--- src/rtl/wdog_pkg.sv ---
package wdog_pkg;
  typedef enum logic [1:0] {
    ST_IDLE = 2'd0,
    ST_IRQ  = 2'd1,
    ST_NMI  = 2'd2
  } wd_stage_e;

  typedef enum logic [1:0] {
    MODE_OFF = 2'd0,
    MODE_IRQ = 2'd1,
    MODE_NMI = 2'd2,
    MODE_RST = 2'd3
  } wd_mode_e;
endpackage

--- src/rtl/wdog_prescale.sv ---
module wdog_prescale #(
  parameter int BASE_LOG2 = 8,
  parameter int SEL_W     = 2
) (
  input  logic             clk,
  input  logic             rst_n,
  input  logic             run,
  input  logic             restart,
  input  logic [SEL_W-1:0] sel,
  output logic             tick
);
  localparam int NDIV = 3;
  localparam int PW   = BASE_LOG2 + NDIV - 1;

  logic [PW-1:0] lim [NDIV];
  logic [PW-1:0] limit;
  logic [PW-1:0] pcnt;

  for (genvar i = 0; i < NDIV; i++) begin : g_lim
    assign lim[i] = PW'((64'd1 << (BASE_LOG2 + i)) - 64'd1);
  end

  always_comb begin
    case (sel)
      SEL_W'(0): limit = lim[0];
      SEL_W'(1): limit = lim[1];
      default:   limit = lim[2];
    endcase
  end

  assign tick = run && !restart && (pcnt == limit);

  always_ff @(posedge clk or negedge rst_n) begin
    if (!rst_n)                  pcnt <= '0;
    else if (restart || !run)    pcnt <= '0;
    else if (tick)               pcnt <= '0;
    else                         pcnt <= pcnt + PW'(1);
  end


  prescale_bound_chk: assert property (@(posedge clk) disable iff (!rst_n)
    run |-> pcnt <= limit);

endmodule

--- src/rtl/wdog_count.sv ---
module wdog_count #(
  parameter int LEN_W  = 16,
  parameter int FRAC_W = 8,
  localparam int CW    = LEN_W + FRAC_W
) (
  input  logic             clk,
  input  logic             rst_n,
  input  logic             load,
  input  logic [LEN_W-1:0] load_len,
  input  logic             tick,
  output logic [CW-1:0]    cnt,
  output logic             expire
);
  logic [CW-1:0] reload_val;

  assign reload_val = {load_len, {FRAC_W{1'b0}}};
  assign expire     = tick && (cnt <= CW'(1));

  always_ff @(posedge clk or negedge rst_n) begin
    if (!rst_n)                cnt <= '0;
    else if (load || expire)   cnt <= reload_val;
    else if (tick)             cnt <= cnt - CW'(1);
  end


  count_step_chk: assert property (@(posedge clk) disable iff (!rst_n)
    (tick && !expire && !load) |=> cnt == $past(cnt) - CW'(1));


  count_hold_chk: assert property (@(posedge clk) disable iff (!rst_n)
    (!tick && !load) |=> $stable(cnt));

endmodule

--- src/rtl/wdog_stage.sv ---
module wdog_stage
  import wdog_pkg::*;
(
  input  logic       clk,
  input  logic       rst_n,
  input  logic       clear,
  input  logic       expire,
  input  logic [1:0] mode,
  output logic [1:0] stage,
  output logic       irq,
  output logic       nmi,
  output logic       srst
);
  wd_stage_e stage_q;

  always_ff @(posedge clk or negedge rst_n) begin
    if (!rst_n) begin
      stage_q <= ST_IDLE;
      srst    <= 1'b0;
    end else if (clear) begin
      stage_q <= ST_IDLE;
      srst    <= 1'b0;
    end else begin
      srst <= 1'b0;
      if (expire && (stage_q < mode)) begin
        if (stage_q == ST_NMI) begin
          srst    <= 1'b1;
          stage_q <= ST_IDLE;
        end else begin
          stage_q <= wd_stage_e'(stage_q + 2'd1);
        end
      end
    end
  end

  assign stage = stage_q;
  assign irq   = (stage_q != ST_IDLE);
  assign nmi   = (stage_q == ST_NMI);


  srst_pulse_chk: assert property (@(posedge clk) disable iff (!rst_n)
    srst |=> !srst);


  srst_after_nmi_chk: assert property (@(posedge clk) disable iff (!rst_n)
    srst |-> $past(stage_q) == ST_NMI);


  srst_mode_chk: assert property (@(posedge clk) disable iff (!rst_n)
    srst |-> mode == MODE_RST);


  irq_before_nmi_chk: assert property (@(posedge clk) disable iff (!rst_n)
    $rose(nmi) |-> $past(irq));


  stage_legal_chk: assert property (@(posedge clk) disable iff (!rst_n)
    stage_q != 2'd3);

endmodule

--- src/rtl/esc_wdog.sv ---
module esc_wdog
  import wdog_pkg::*;
#(
  parameter int LEN_W    = 16,
  parameter int FRAC_W   = 8,
  parameter int PRE_LOG2 = 8,
  localparam int CW      = LEN_W + FRAC_W
) (
  input  logic             clk,
  input  logic             rst_n,
  input  logic             cfg_wr,
  input  logic [LEN_W-1:0] cfg_len,
  input  logic [1:0]       cfg_mode,
  input  logic [1:0]       cfg_div,
  input  logic             poke,
  output logic [CW-1:0]    cnt_val,
  output logic [1:0]       stage,
  output logic             irq,
  output logic             nmi,
  output logic             srst_req
);
  logic [LEN_W-1:0] len_q;
  logic [1:0]       mode_q;
  logic [1:0]       div_q;
  logic             enabled;
  logic             load;
  logic             tick;
  logic             expire;
  logic [LEN_W-1:0] load_len;

  always_ff @(posedge clk or negedge rst_n) begin
    if (!rst_n) begin
      len_q  <= '0;
      mode_q <= MODE_OFF;
      div_q  <= '0;
    end else if (cfg_wr) begin
      len_q  <= cfg_len;
      mode_q <= cfg_mode;
      div_q  <= cfg_div;
    end
  end

  assign enabled  = (mode_q != MODE_OFF);
  assign load     = cfg_wr || (poke && enabled);
  assign load_len = cfg_wr ? cfg_len : len_q;

  wdog_prescale #(.BASE_LOG2(PRE_LOG2), .SEL_W(2)) u_pre (
    .clk(clk), .rst_n(rst_n), .run(enabled), .restart(load),
    .sel(div_q), .tick(tick)
  );

  wdog_count #(.LEN_W(LEN_W), .FRAC_W(FRAC_W)) u_cnt (
    .clk(clk), .rst_n(rst_n), .load(load), .load_len(load_len),
    .tick(tick), .cnt(cnt_val), .expire(expire)
  );

  wdog_stage u_stg (
    .clk(clk), .rst_n(rst_n), .clear(load), .expire(expire),
    .mode(mode_q), .stage(stage), .irq(irq), .nmi(nmi), .srst(srst_req)
  );


  poke_clear_chk: assert property (@(posedge clk) disable iff (!rst_n)
    (poke && enabled) |=> (stage == ST_IDLE) && !irq && !nmi && !srst_req);


  cfg_load_chk: assert property (@(posedge clk) disable iff (!rst_n)
    cfg_wr |=> cnt_val == (CW'($past(cfg_len)) << FRAC_W));


  off_quiet_chk: assert property (@(posedge clk) disable iff (!rst_n)
    !enabled |-> !irq && !nmi && !srst_req);

endmodule

--- config.mk ---
export PLATFORM = sky130hd
export DESIGN_NAME = esc_wdog
export DESIGN_NICKNAME = d
export VERILOG_FILES = /design/src/rtl/wdog_pkg.sv /design/src/rtl/wdog_prescale.sv /design/src/rtl/wdog_count.sv /design/src/rtl/wdog_stage.sv /design/src/rtl/esc_wdog.sv
export SDC_FILE = /design/constraint.sdc
export NUM_CORES = 1
export LEC_CHECK = 0
export ABC_AREA = 1
export ABC_CLOCK_PERIOD_IN_PS = 4400
export BUFFER_PORTS_ARGS = -buffer_cell sky130_fd_sc_hd__buf_2
export CORE_MARGIN = 10
export CORE_UTILIZATION = 45
export DETAILED_ROUTE_END_ITERATION = 8
export GPL_TIMING_DRIVEN = 0
export PLACE_DENSITY_LB_ADDON = 0.25
export SETUP_SLACK_MARGIN = 0.02
export SLEW_MARGIN = 25
export SYNTH_ARGS = -nofsm -noshare
export SYNTH_HDL_FRONTEND = slang
export SYNTH_SLANG_ARGS = --single-unit
export TNS_END_PERCENT = 5
--- constraint.sdc ---
create_clock -name clk -period 4.4 [get_ports clk]
set_input_delay 0.22 -clock clk [delete_from_list [all_inputs] [get_ports clk]]
set_output_delay 0.22 -clock clk [all_outputs]
set_load 0.005 [all_outputs]
**Word level (Yosys, flattened, before mapping)**

Cells that the tools add are included.

- Output and inout port bits: 29
- RAM bits: 0
- Word-level logic and storage cells: 42
- Register bits: 57
- Bits in read-only memories: 0
- Memories: 0
- Latch bits: 0

- Shifts and indexed selects: 0
- Multipliers: 0
- Reductions and logical operators: 15
- $add $sub $neg: 3
- Div/mod/pow operators: 0
- Eq/ne operators: 3
- Bitwise operators: 0
- Order comparisons: 2
- Mux-type cells: 12

Operators with widths:

| cell | number |
|---|---|
| 24-bit 2-to-1 mux | 2 |
| 24-bit by 1-bit less-or-equal comparator with 1-bit output (second input constant) | 1 |
| 24-bit by 1-bit subtractor with 24-bit output (second input constant) | 1 |
| 10-bit 2-to-1 mux | 2 |
| 10-bit one-hot mux with 2 select lines | 1 |
| 16-bit 2-to-1 mux | 1 |
| 10-bit by 1-bit adder with 10-bit output (second input constant) | 1 |
| 10-bit equality test | 1 |
| 2-bit nonzero test | 4 |
| 2-bit 2-to-1 mux | 3 |
| 1-bit logical AND | 5 |
| 1-bit logical OR | 3 |
| 1-bit 2-to-1 mux | 3 |
| 2-bit by 1-bit adder with 2-bit output (second input constant) | 1 |
| 2-bit by 1-bit equality test with 1-bit output (second input constant) | 1 |
| 2-bit equality test (second input constant) | 1 |
| 1-bit logical NOT | 2 |
| 2-bit logical NOT | 1 |
| 2-bit less-than comparator | 1 |

**Depth between registers and ports, before layout**

Gate-level depths: netlist of run 1.

- Word-level depth: 10
- Depth in mapped cells: 13
- Mapped depth without buffers: 12

**Hierarchy**

A second synthesis of run 1 with hierarchy kept.

- Cells, all modules: 485
- Area total of the unflattened synthesis: 3425.8 um^2

By module, submodules not included:

| module | area each (um^2) | cells each | instances |
|---|---|---|---|
| wdog_count | 1880.6 | 296 | 1 |
| esc_wdog | 762.0 | 87 | 1 |
| wdog_prescale | 596.8 | 78 | 1 |
| wdog_stage | 186.4 | 24 | 1 |

**Least setup slack after synthesis of run 1**

No wires, ideal clock.

- Path type: register -> register
- Start point: reg u_cnt.cnt[0]
- End point: reg u_cnt.cnt[20]
- Path slack: 2.777 ns
- Library setup time: 0.116 ns
- Arrival: 1.507 ns
- Cell stages (with the launch flop): 13
- Cell sequence: dfrtp_1 -> inv_1 -> ha_1 -> nand2_1 -> nand2_1 -> nand2_1 -> nor2_4 -> nand2_2 -> buf_4 -> nand3_1 -> nand2_1 -> nand2_1 -> nand2_1

- Word-level cells in the longest chain between the ends: 4

RTL lines:

| what | RTL line | RTL |
|---|---|---|
| start: declaration | wdog_count.sv:11 | `output logic [CW-1:0] cnt,` |
| start signal: assignment | wdog_count.sv:21 | `else if (load \|\| expire) cnt <= reload_val;` |
| start signal: assignment | wdog_count.sv:22 | `else if (tick) cnt <= cnt - CW'(1);` |
| 24-bit by 1-bit less-or-equal comparator with 1-bit output | wdog_count.sv:17 | `assign expire = tick && (cnt <= CW'(1));` |
| 1-bit logical AND | wdog_count.sv:17 |  |
| 1-bit logical OR | wdog_count.sv:21 |  |
| 24-bit 2-to-1 mux or 2-bit nonzero test (tied branches) | -- |  |

Several ways; a longest one is shown, not always the timed one. The select of a mux whose other input is x is not followed.
A chain may end at the register's enable or synchronous reset.

**Worst setup path in the final report of run 1**

- Start point: reg u_pre.pcnt[0]
- End point: reg u_cnt.cnt[21]

- Word-level cells in the longest chain between the ends: 5

RTL lines:

| what | RTL line | RTL |
|---|---|---|
| start: declaration | wdog_prescale.sv:17 | `logic [PW-1:0] pcnt;` |
| start signal: assignment | wdog_prescale.sv:37 | `else pcnt <= pcnt + PW'(1);` |
| 10-bit equality test (*) | wdog_prescale.sv:31 | `assign tick = run && !restart && (pcnt == limit);` |
| 1-bit logical AND (*) | wdog_prescale.sv:31 |  |
| 1-bit logical AND | wdog_count.sv:17 |  |
| 1-bit logical OR | wdog_count.sv:21 |  |
| 24-bit 2-to-1 mux or 2-bit nonzero test (tied branches) | -- |  |

Every way passes the cells marked *; elsewhere a longest branch is shown, timed or not.

==> results of run 1 <==
-- metal layers --
metal / vias up / track usage / part of all wire
met3: 9 / 0.04385 / 0.058
met1: 1346 / 0.1831 / 0.45
met2: 70 / 0.2489 / 0.48
met4: 0 / 0.06176 / 0.013
met5: - / 0 / 0
li1: 1522 / - / -
-- synth_stat cells (all sizes together), types with 3 or more instances --
master,instances,share of area
nand2,155,0.18
dfrtp,57,0.44
nor2,56,0.072
inv,48,0.055
nand3,37,0.058
nand4,18,0.038
o21ai,16,0.028
xor2,11,0.029
buf,9,0.023
xnor2,7,0.019
clkbuf,5,0.0057
or2,5,0.0096
ha,4,0.015
nor3,4,0.0076
a21oi,3,0.0080
-- sequential cells by signal, indices dropped and copies added (netlist names) --
register and count:
div_q 2, u_stg.srst 1, u_stg.stage 2, u_cnt.cnt 24, mode_q 2, len_q 16, u_pre.pcnt 10
-- through the flow --
| step | total power, W | area [µm²] | util | hold slack, ps | cells |
|---|---|---|---|---|---|
| CTS | 0.001457 | 3856 | 0.5374 | 67.14 | 610 |
| global route | 0.001534 | 3856 | 0.5374 | 91.41 | 610 |
| floorplan | 0.0008686 | 3273 | - | -75.59 | 443 |
| detailed placement | 0.0009932 | 3655 | 0.5093 | 327.8 | 593 |
| global placement | 0.0009860 | 3652 | 0.5090 | 424.9 | 593 |
| finish | 0.001442 | 3856 | 0.5374 | 78.46 | 610 |
-- what timing repair did --
action | in CTS | in global routing
gates resized for setup | 0 | 0
hold buffers | 1 | 0
hold endpoints to repair | 57 | 0
-- worst register-to-register path, delay by kind of cell, from the launching register on --
family	cells	cell delay, ps
flops	1	390
fa+ha+maj	1	180
simple gates	5	530
buf+inv	2	300
compound gates	1	380
-- power by group --
part           switching [W]  internal, W  total, W
combinational       0.000216     0.000131  0.000347
sequential         0.0000614     0.000575  0.000636
clock               0.000223     0.000236  0.000459
total               0.000501     0.000941   0.00144
-- worst max-delay path by stage --
stage,start,endpoint,depth (start not counted)
6_report,u_pre.pcnt[0]$_DFF_PN0_,u_cnt.cnt[21]$_DFFE_PN0P_,9
5_1_grt,u_pre.pcnt[0]$_DFF_PN0_,u_cnt.cnt[22]$_DFFE_PN0P_,9
4_1_cts,u_pre.pcnt[0]$_DFF_PN0_,u_cnt.cnt[21]$_DFFE_PN0P_,9
3_5_place_dp,u_pre.pcnt[0]$_DFF_PN0_,u_cnt.cnt[21]$_DFFE_PN0P_,9
3_3_place_gp,u_pre.pcnt[0]$_DFF_PN0_,u_cnt.cnt[21]$_DFFE_PN0P_,9
2_1_floorplan,u_cnt.cnt[0]$_DFFE_PN0P_,u_cnt.cnt[20]$_DFFE_PN0P_,12
-- cell families after synthesis --
group | after synthesis | share of synthesized area
adders and majority gates | 4 | 0.01529
buffers and inverters | 63 | 0.08448
xor gates and xnor gates | 18 | 0.04816
and+or+nand+nor | 278 | 0.3716
DFF | 57 | 0.4358
AOI/OAI and AO/OA | 23 | 0.04473
-- cells in the final DEF (no fill, tap or decap), types with 2 or more instances in the layout --
master / instances
nand3b_1: 2
nand2_1: 153
buf_4: 5
nor2_1: 48
dfrtp_1: 57
nand3_1: 36
nand4_2: 2
o21ai_1: 5
inv_1: 45
nor3_1: 3
nand4_1: 16
clkbuf_8: 11
clkinv_4: 2
or2_2: 5
buf_2: 52
xor2_1: 11
ha_1: 4
nor2_2: 7
nand2_2: 2
buf_6: 3
o21ai_0: 10
a21oi_1: 2
xnor2_1: 7
inv_2: 3
clkinvlp_4: 3
o211ai_1: 2
clkbuf_1: 5
-- area by class of cell --
class,instances,area (µm²)
fillers,712,3319
multi-input cells,323,1570
flip-flops and latches,57,1426
repair buffers,52,267.8
inverters,49,183.9
clock buffers,11,151.4
well taps,99,123.9
plain buffers,14,92.59
clock inverters,5,40.04
==> results.yml, run 1 <==
timing:
  fin_crit_ps: 1890
  fmax_mhz: 529.1
  finalSetupViolations: 0
  finalCritPeriodShare: 0.4296
  fin_ws_ps: 2510
  hold_viol_final: 0
  maxSlewHeadroom: 0.5308
  fin_tns_setup_ps: 0
  slew_viol_final: 0
  tightest_slew_ps: 703.8
  finClkSkew_ps: 8.804
  rsz0062_at_grt: "no"
placement:
  gp_congestion: 0.9207
  dp_slack_ps: 2535
  dpl.hpwl_mm: 6.196
  io_buffer_count: 51
synthesis:
  synthCells: 443
  avgSynthCellArea_um2: 7.389
  synth-main-ff-cell: "dfrtp_1"
  synth_edf_count: 0
  async_flop_share: 1.000
  ys_seq_area_frac: 0.4358
  synth-seq-cells: 57
  yosysWarnings: 0
  syn-num-nets: 471
  synth_area_mm2: 0.003273
  yosysUniqueCellTypes: 33
global_routing:
  grt_usage: 0.1518
  gr-total-overflow: 0
  grt_max_degree: 58
  antenna_found_initial: 0
  first_global_vias: 2973
  grt_pass1_wl_mm: 13.86
critical_path:
  rr_endpoint: "u_cnt.cnt[21]$_DFFE_PN0P_"
  path_class: "reg2reg"
  reg2reg_from: "u_pre.pcnt[0]$_DFF_PN0_"
  crit_top_cell: "nand2_1"
  critPathCaptureType: "register"
  timing.critical_path.buf_inv: 2
  crit_fanout: 10
  cp_data_arrival_time_ps: 2130
  crit_slowest_cell: "dfrtp_1"
  rrSetupSlack_ps: 2510
  setup.worst_path.start_class: "register"
  path_delay_family: "simple AND/OR/NAND/NOR gates"
  r2r_cells: 9
  slowest_delay_ps: 390
  crit_required_ps: 4640
  path_cells: "ha_1, nand2_1, nor2_1, nand4_2, o21ai_4, inv_2, buf_2, nand2_1, nand2_1"
floorplanning:
  start_util: 0.4561
  io_pins: 53
  die_w_um: 105.3
  coreArea_mm2: 0.007176
  rows: 31
  chipHeight_um: 105.3
  die-area_mm2: 0.01108
cts:
  cts_tree: "done"
  clkSinkCount: 57
  cts_setup_buffers: 0
  cts_buffer_depth: 2
  clock_latency_ps: 350
  cts_buffers: 9
  htree_levels: 3
  cts_root_buf: "clkbuf_8"
  clk_pin_slew_ps: 70
outcome:
  status: "complete, no violations"
final_layout:
  syn2layout_area_growth_pct: 17.81
  fin_nets: 534
  drive_gt1_frac: 0.1957
  antenna_cells: 0
power_and_ir_drop:
  vdd_drop_max_uv: 132.3
  p_per_area_mw_per_mm2: 374.0
  leakagePower_nw: 1.999
drt:
  dr.first_iter.drc_count: 112
  vias_per_cell: 4.831
  num_vias: 2947
  wl_per_cell_um: 13.33
  remaining_drc_errors: 0
  dr.pass1.iters: 4
  totalWireLength_mm: 8.133
  drtAntennaViolNets: 0
min_path:
  hp-class: "in2reg"
  hold_start: "cfg_mode[1]"
  hold_depth: 3
  whs_endpoint: "mode_q[1]$_DFFE_PN0P_"
job:
  max-cap-violations: 0
(Power assumes the default switching activity.)
==> run 2: changes to the inputs <==
--- a/config.mk
+++ b/config.mk
@@ -6,7 +6,7 @@
 export NUM_CORES = 1
 export LEC_CHECK = 0
 export ABC_AREA = 1
-export ABC_CLOCK_PERIOD_IN_PS = 4400
+export ABC_CLOCK_PERIOD_IN_PS = 1520
 export BUFFER_PORTS_ARGS = -buffer_cell sky130_fd_sc_hd__buf_2
 export CORE_MARGIN = 10
 export CORE_UTILIZATION = 45
==> constraint.sdc (replaced) <==
create_clock -name clk -period 1.52 [get_ports clk]
set_input_delay 0.076 -clock clk [delete_from_list [all_inputs] [get_ports clk]]
set_output_delay 0.076 -clock clk [all_outputs]
set_load 0.005 [all_outputs]
==> run 2 against run 1 <==
  * The run now ends with negative hold slack, negative setup slack left
  * Flip-flop and latch count stayed put
  * Count of clock-buffer cells in the layout is the same
  * Die area did not move
  * Power rose to 3.3 times the previous value
  * Maximum frequency rose by 13%
  * Combinational power rose to 4.2 times the previous value
  * Critical path depth increased by 2
  * First-iteration DRC count up 56%
  * Worst hold slack worse by 79 ps
  * Clock power increased to 3.1 times the previous value
  * Register-to-register slack worse by 2700 ps
  * Critical path type unchanged
  * Critical endpoint unchanged
  * Largest cell class unchanged
  * Largest power group unchanged
  * Highest routed layer unchanged
==> results.yml, run 2 (same netlist as run 1, synthesis figures left out) <==
power_and_ir_drop:
  comb_power_share: 0.310
  p_int_w: 0.003119
  seqPwrFrac: 0.389
  switchingPower_w: 0.001588
  switching_share: 0.3373
  vdd_drop_max_uv: 527.3
  leakagePower_nw: 2.320
  p_clk_frac: 0.301
  p_per_area_mw_per_mm2: 1041
  power_w: 0.004707
placement:
  gp_congestion: 0.9295
  io_buffer_count: 51
  dpl.hpwl_mm: 6.348
  dp_cells: 593
timing:
  fin_crit_ps: 1668
  maxSlewHeadroom: 0.5151
  finalCritPeriodShare: 1.097
  finClkSkew_ps: 10.34
  tightest_slew_ps: 727.3
  hold_viol_final: 1
  slew_viol_final: 0
  hold_slack_ps: -0.5613
  finalSetupViolations: 33
  fin_ws_ps: -147.6
  rsz0062_at_grt: "yes"
  fmax_mhz: 599.7
drt:
  remaining_drc_errors: 0
  drtAntennaViolNets: 0
  dr.first_iter.drc_count: 175
  wl_per_cell_um: 14.14
  vias_per_cell: 4.955
  dr.pass1.iters: 5
  num_vias: 3285
  totalWireLength_mm: 9.375
final_layout:
  fillers: 627
  final_cell_mix: "nand2_1, buf_2, dfrtp_1"
  fin_nets: 587
  largest_reg_flops: 24
  utilization: 0.6302
  antenna_cells: 0
  largest-register: "u_cnt.cnt"
  top_regs: "u_cnt.cnt x24, len_q x16, u_pre.pcnt x10"
  stdcell_count: 663
  drive_gt1_frac: 0.3333
  multi_input_area_mm2: 0.001752
  ff_latch_area_mm2: 0.001441
  syn2layout_area_growth_pct: 38.15
  final_common_cell: "nand2_1"
critical_path:
  crit_fanout: 5
  crit_slowest_cell: "dfrtp_1"
  cp_data_arrival_time_ps: 1900
  slowest_delay_ps: 420
  path_cells: "nor2_2, nand2_1, nor2_1, nand2_2, nor2_4, nand2_4, nand2_4, buf_6, nand2_2, nand3_2, nand2_1"
  crit_required_ps: 1750
  critPathCaptureType: "register"
  path_class: "reg2reg"
  setup.worst_path.start_class: "register"
global_routing:
  grt_use_met1: 0.2165
  first_global_vias: 3199
  antenna_found_initial: 0
  grt_util_met2: 0.2716
  grt_usage: 0.1710
  grt_max_degree: 58
  grt.met3_usage: 0.03715
  gr-total-overflow: 0
  grt_pass1_wl_mm: 15.53
  top_usage_layer: "met2"
floorplanning:
  io_pins: 53
  die_w_um: 105.3
  chipHeight_um: 105.3
  start_util: 0.4561
  rows: 31
  die-area_mm2: 0.01108
  coreArea_mm2: 0.007176
cts:
  clkSinkCount: 57
  clock_latency_ps: 350
  cts_tree: "done"
  cts_buffer_depth: 2
  cts_buffers: 9
  cts_root_buf: "clkbuf_8"
  htree_levels: 3
  clk_pin_slew_ps: 70
min_path:
  hp-class: "in2reg"
job:
  max-cap-violations: 0
outcome:
  violations: "negative hold slack, negative setup slack"
  status: "finished, violations left"
-- run 2: changes by cell type in the layout (fill, tap and decap cells not counted), moves of 4 or more --
cell           delta
nand3_2           +5
nand2_4           +4
buf_4            +35
dfrtp_2          +12
nor2_1           -12
dfrtp_1          -12
buf_6             +5
dlygate4sd3_1    +14
nor2_4            +7
nand3_1           -5
nand2_1          -12
nand2_2           +8
nor2_2            +5
-- run 2: what timing repair did --
action | CTS | global route
pin swaps | 13 | 11
hold buffers | 15 | 0
cloned | 2 | 0
gates resized for setup | 42 | 27
setup endpoints to repair | 34 | 34
hold endpoints to repair | 71 | 0
setup buffers | 26 | 11
-- run 2: layout make-up --
class,instances,share of cell area
clock buffers,11,0.03127
flip-flops and latches,57,0.3188
clock inverters,5,0.01217
well taps,99,0.02739
plain buffers,14,0.02546
repair buffers,105,0.1552
multi-input cells,323,0.3874
inverters,49,0.04234
-- run 2: worst max-delay path: cells and delay by family, from the launching register on --
family	cells	cell delay, ps
buffers and inverters	1	140
AND/OR/NAND/NOR	10	1000
flip-flops	1	420
-- run 2: final timing paths --
path / from / to / slack [ps] / depth (start not counted)
min in group asynchronous: rst_n / len_q[9]$_DFF_PN0_ / 330 / 2
max in group asynchronous: rst_n / u_cnt.cnt[18]$_DFFE_PN0P_ / 660 / 2
hold reg to reg: len_q[7]$_DFF_PN0_ / len_q[7]$_DFF_PN0_ / 470 / 2
setup / recovery: u_cnt.cnt[11]$_DFFE_PN0P_ / u_cnt.cnt[21]$_DFFE_PN0P_ / -150 / 11
setup reg to reg: u_cnt.cnt[11]$_DFFE_PN0P_ / u_cnt.cnt[21]$_DFFE_PN0P_ / -150 / 11
hold / removal: cfg_len[14] / len_q[14]$_DFF_PN0_ / -0.6 / 3
-- run 2: metrics by stage --
stage	setup slack [ps]	hold slack [ps]	instance area, µm²	TNS, ps
detailed placement	-348.4	183.4	3669	-10480
floorplan	-45.21	-219.6	3287	-981.6
global route	-261.6	28.85	4522	-7087
finish	-147.6	-0.5613	4522	-3119
CTS	-101.3	3.179	4362	-2011
global placement	-291.4	283.3	3666	-8864
-- run 2: layer usage --
metal | wire [µm] | vias to the layer above
li1 | - | 1632
met3 | 605 | 20
met1 | 4055 | 1533
met4 | 246 | 0
met2 | 4468 | 100
met5 | 0 | -
-- run 2: power by group through the flow --
stage	combinational, W	clock [W]	sequential [W]
finish	0.00146	0.00142	0.00183
global route	0.00163	0.00151	0.00185
detailed placement	0.00103	0	0.00187
floorplan	0.000685	0	0.00184
global placement	0.00101	0	0.00186
CTS	0.00129	0.00145	0.00181
==> run 3: changes to the inputs <==
--- a/config.mk
+++ b/config.mk
@@ -8,8 +8,10 @@
 export ABC_AREA = 1
 export ABC_CLOCK_PERIOD_IN_PS = 1520
 export BUFFER_PORTS_ARGS = -buffer_cell sky130_fd_sc_hd__buf_2
+export CELL_PAD_IN_SITES_DETAIL_PLACEMENT = 0
+export CELL_PAD_IN_SITES_GLOBAL_PLACEMENT = 1
 export CORE_MARGIN = 10
-export CORE_UTILIZATION = 45
+export CORE_UTILIZATION = 37
 export DETAILED_ROUTE_END_ITERATION = 8
 export GPL_TIMING_DRIVEN = 0
 export PLACE_DENSITY_LB_ADDON = 0.25
@@ -17,5 +19,6 @@
 export SLEW_MARGIN = 25
 export SYNTH_ARGS = -nofsm -noshare
 export SYNTH_HDL_FRONTEND = slang
+export SYNTH_HIERARCHICAL = 1
 export SYNTH_SLANG_ARGS = --single-unit
 export TNS_END_PERCENT = 5
==> run 3 against run 2 <==
  * The run ends with negative setup slack left
  * Maximum frequency fell by 20%
  * Design area fell by 2.7%
  * Power rose by 0.21%
  * Count of clock-buffer cells in the layout fell by 1
  * Clock power rose by 14%
  * Non-clock buffer count fell by 27
  * Routed wire length fell by 0.95%
  * Sequential share of layout area rose by 0.55 points
  * Via count fell by 2.9%
  * Flip-flop and latch count did not move
  * Cell count rose by 4.7%
  * Critical path type unchanged
  * Largest cell class unchanged
  * Largest power group unchanged
==> results.yml, run 3 <==
outcome:
  status: "finished, violations left"
  violations: "negative setup slack"
final_layout:
  final_cell_mix: "nand2_1, dfrtp_1, buf_2, inv_1, nor2_1"
  stdcell_count: 694
  utilization: 0.4830
  top_regs: "u_cnt/cnt x24, len_q x16, u_pre/pcnt x10"
  fin_nets: 606
  antenna_cells: 0
  largest-register: "u_cnt/cnt"
  largest_reg_flops: 24
  syn2layout_area_growth_pct: 28.41
  final_common_cell: "nand2_1"
  drive_gt1_frac: 0.2384
timing:
  rsz0062_at_grt: "yes"
  maxSlewHeadroom: 0.4970
  hold_slack_ps: 87.83
  fin_ws_ps: -554.3
  tightest_slew_ps: 754.4
  finClkSkew_ps: 13.95
  finalSetupViolations: 27
  finalCritPeriodShare: 1.365
  slew_viol_final: 0
  hold_viol_final: 0
  fmax_mhz: 482.1
  fin_crit_ps: 2074
synthesis:
  synth-compound-area-share: 0.01607
  synth_fa_ha_area_frac: 0.01461
  synth_area_leaders: "dfrtp_1, nand2_1, inv_1"
  yosys.area.top_type: "dfrtp_1"
  synth_xor_area_frac: 0.03835
  avgSynthCellArea_um2: 7.063
  muxShareOfSynthArea: 0
  synth_common_cells: "nand2_1, dfrtp_1, inv_1, nor2_1, nand3_1"
  synth-simple-area-share: 0.4270
  yosysUniqueCellTypes: 27
  synth-seq-cells: 57
  syn-num-nets: 513
  synthCells: 485
  synth_top_family_by_area: "simple AND/OR/NAND/NOR gates"
  synth_edf_count: 0
  synth_top_cell_area_share: 0.4164
  yosysWarnings: 6
  async_flop_share: 1.000
  synth_most_common_cell: "nand2_1"
  ys_seq_area_frac: 0.4164
  synth-main-ff-cell: "dfrtp_1"
  synth_area_mm2: 0.003426
drt:
  dr.pass1.iters: 4
  vias_per_cell: 4.597
  remaining_drc_errors: 0
  dr.first_iter.drc_count: 135
  wl_per_cell_um: 13.38
  totalWireLength_mm: 9.286
  num_vias: 3190
  drtAntennaViolNets: 0
power_and_ir_drop:
  leakagePower_nw: 2.390
  power_w: 0.004717
  vdd_drop_max_uv: 523.7
  comb_power_share: 0.260
  p_per_area_mw_per_mm2: 1072
  p_int_w: 0.003081
  seqPwrFrac: 0.397
  switchingPower_w: 0.001636
  p_clk_frac: 0.343
  switching_share: 0.3468
cts:
  cts_root_buf: "clkbuf_8"
  htree_levels: 3
  clk_pin_slew_ps: 80
  cts_tree: "done"
  cts_buffers: 9
  clock_latency_ps: 360
  clkSinkCount: 57
  cts_buffer_depth: 2
min_path:
  hp-class: "in2reg"
  hold_depth: 4
global_routing:
  grt_usage: 0.1516
  gr-total-overflow: 0
  grt_pass1_wl_mm: 16.08
  grt_max_degree: 58
  first_global_vias: 3271
  antenna_found_initial: 0
critical_path:
  r2r_cells: 16
  crit_required_ps: 1770
  path_class: "reg2reg"
  critPathCaptureType: "register"
  crit_fanout: 4
  setup.worst_path.start_class: "register"
  rrSetupSlack_ps: -550
  cp_data_arrival_time_ps: 2320
floorplanning:
  start_util: 0.3761
  rows: 35
  chipHeight_um: 116.2
  die_w_um: 116.2
  io_pins: 53
  die-area_mm2: 0.01351
  coreArea_mm2: 0.009109
placement:
  dpl.hpwl_mm: 6.790
  dp_cells: 648
  io_buffer_count: 52
  gp_congestion: 0.8335
  dp_slack_ps: -1027
job:
  max-cap-violations: 0
==> run 3: cell types whose count changed after synthesis, sizes merged, moves of 5 or more <==
| cell | previous run | this run |
|---|---|---|
| nand4 | 18 | 8 |
| or2 | 5 | 0 |
| nand2 | 155 | 206 |
| o21ai | 16 | 6 |
| clkbuf | 5 | 0 |
| inv | 48 | 59 |
| nor2 | 56 | 72 |
==> run 3: layout make-up <==
cell class | count | area (µm²)
fill | 962 | 4710
multi-input combinational | 358 | 1763
sequential | 57 | 1426
timing repair buffer | 82 | 545.5
inverter | 60 | 227.7
tap | 111 | 138.9
clock buffer | 10 | 127.6
clock inverter | 6 | 91.34
buffer | 10 | 78.83
==> run 3: kinds of logic (layout without fill, tap and decap cells) <==
kind of cell    after synthesis  after routing
xor+xnor                     15             15
buf+inv                      70            168
flops                        57             57
simple gates                331            331
fa+ha+maj                     4              4
compound gates                8              8
==> run 3: what timing repair did <==
action / CTS / global route
gates resized for setup: 12 / 7
endpoints found under the hold margin: 77 / 0
setup endpoints to repair: 27 / 27
hold buffers: 23 / 0
pin swaps: 13 / 7
buffers inserted: 4 / 3
==> run 3: worst paths after layout <==
kind | startpoint | to
setup / recovery | u_pre/pcnt[0]$_DFF_PN0_ | u_stg/stage[0]$_DFFE_PN0P_
hold / removal | cfg_wr | div_q[1]$_DFFE_PN0P_
setup reg to reg | u_pre/pcnt[0]$_DFF_PN0_ | u_stg/stage[0]$_DFFE_PN0P_
hold reg to reg | len_q[2]$_DFF_PN0_ | len_q[2]$_DFF_PN0_
max in group asynchronous | rst_n | len_q[15]$_DFF_PN0_
min in group asynchronous | rst_n | u_pre/pcnt[6]$_DFF_PN0_
==> run 3: power groups by stage <==
stage / clock, W / combinational, W / sequential (W)
CTS: 0.00165 / 0.00123 / 0.00188
global placement: 0 / 0.00114 / 0.00191
global route: 0.00173 / 0.00141 / 0.00191
finish: 0.00162 / 0.00123 / 0.00187
detailed placement: 0 / 0.00115 / 0.00191
floorplan: 0 / 0.000766 / 0.00186
==> run 3: per-layer routing <==
layer | wire (µm) | GRT usage | vias up
met5 | 0 | 0 | -
met4 | 154 | 0.05088 | 0
met3 | 578 | 0.04571 | 13
met2 | 4249 | 0.2357 | 65
met1 | 4304 | 0.1960 | 1439
li1 | - | - | 1673
==> run 3: critical path, stage by stage, from the launching register on <==
cell and delay, ps:
dfrtp_1 370, ha_1 170, nand2_1 60, inv_2 80, nand2_2 80, nor2_4 120, nand3_2 100, inv_2 90
nand2_2 60, nor3_2 100, nand2_1 100, nor4_4 170, inv_1 120, nor2_4 150, nand2_4 80, nand3_2 70
nand2_1 50
==> run 3: through the flow <==
stage	TNS [ps]	instance area [µm²]
6_report	-11340	4399
3_5_place_dp	-22190	3830
3_3_place_gp	-21810	3827
4_1_cts	-14060	4353
5_1_grt	-16550	4399
2_1_floorplan	-12570	3428
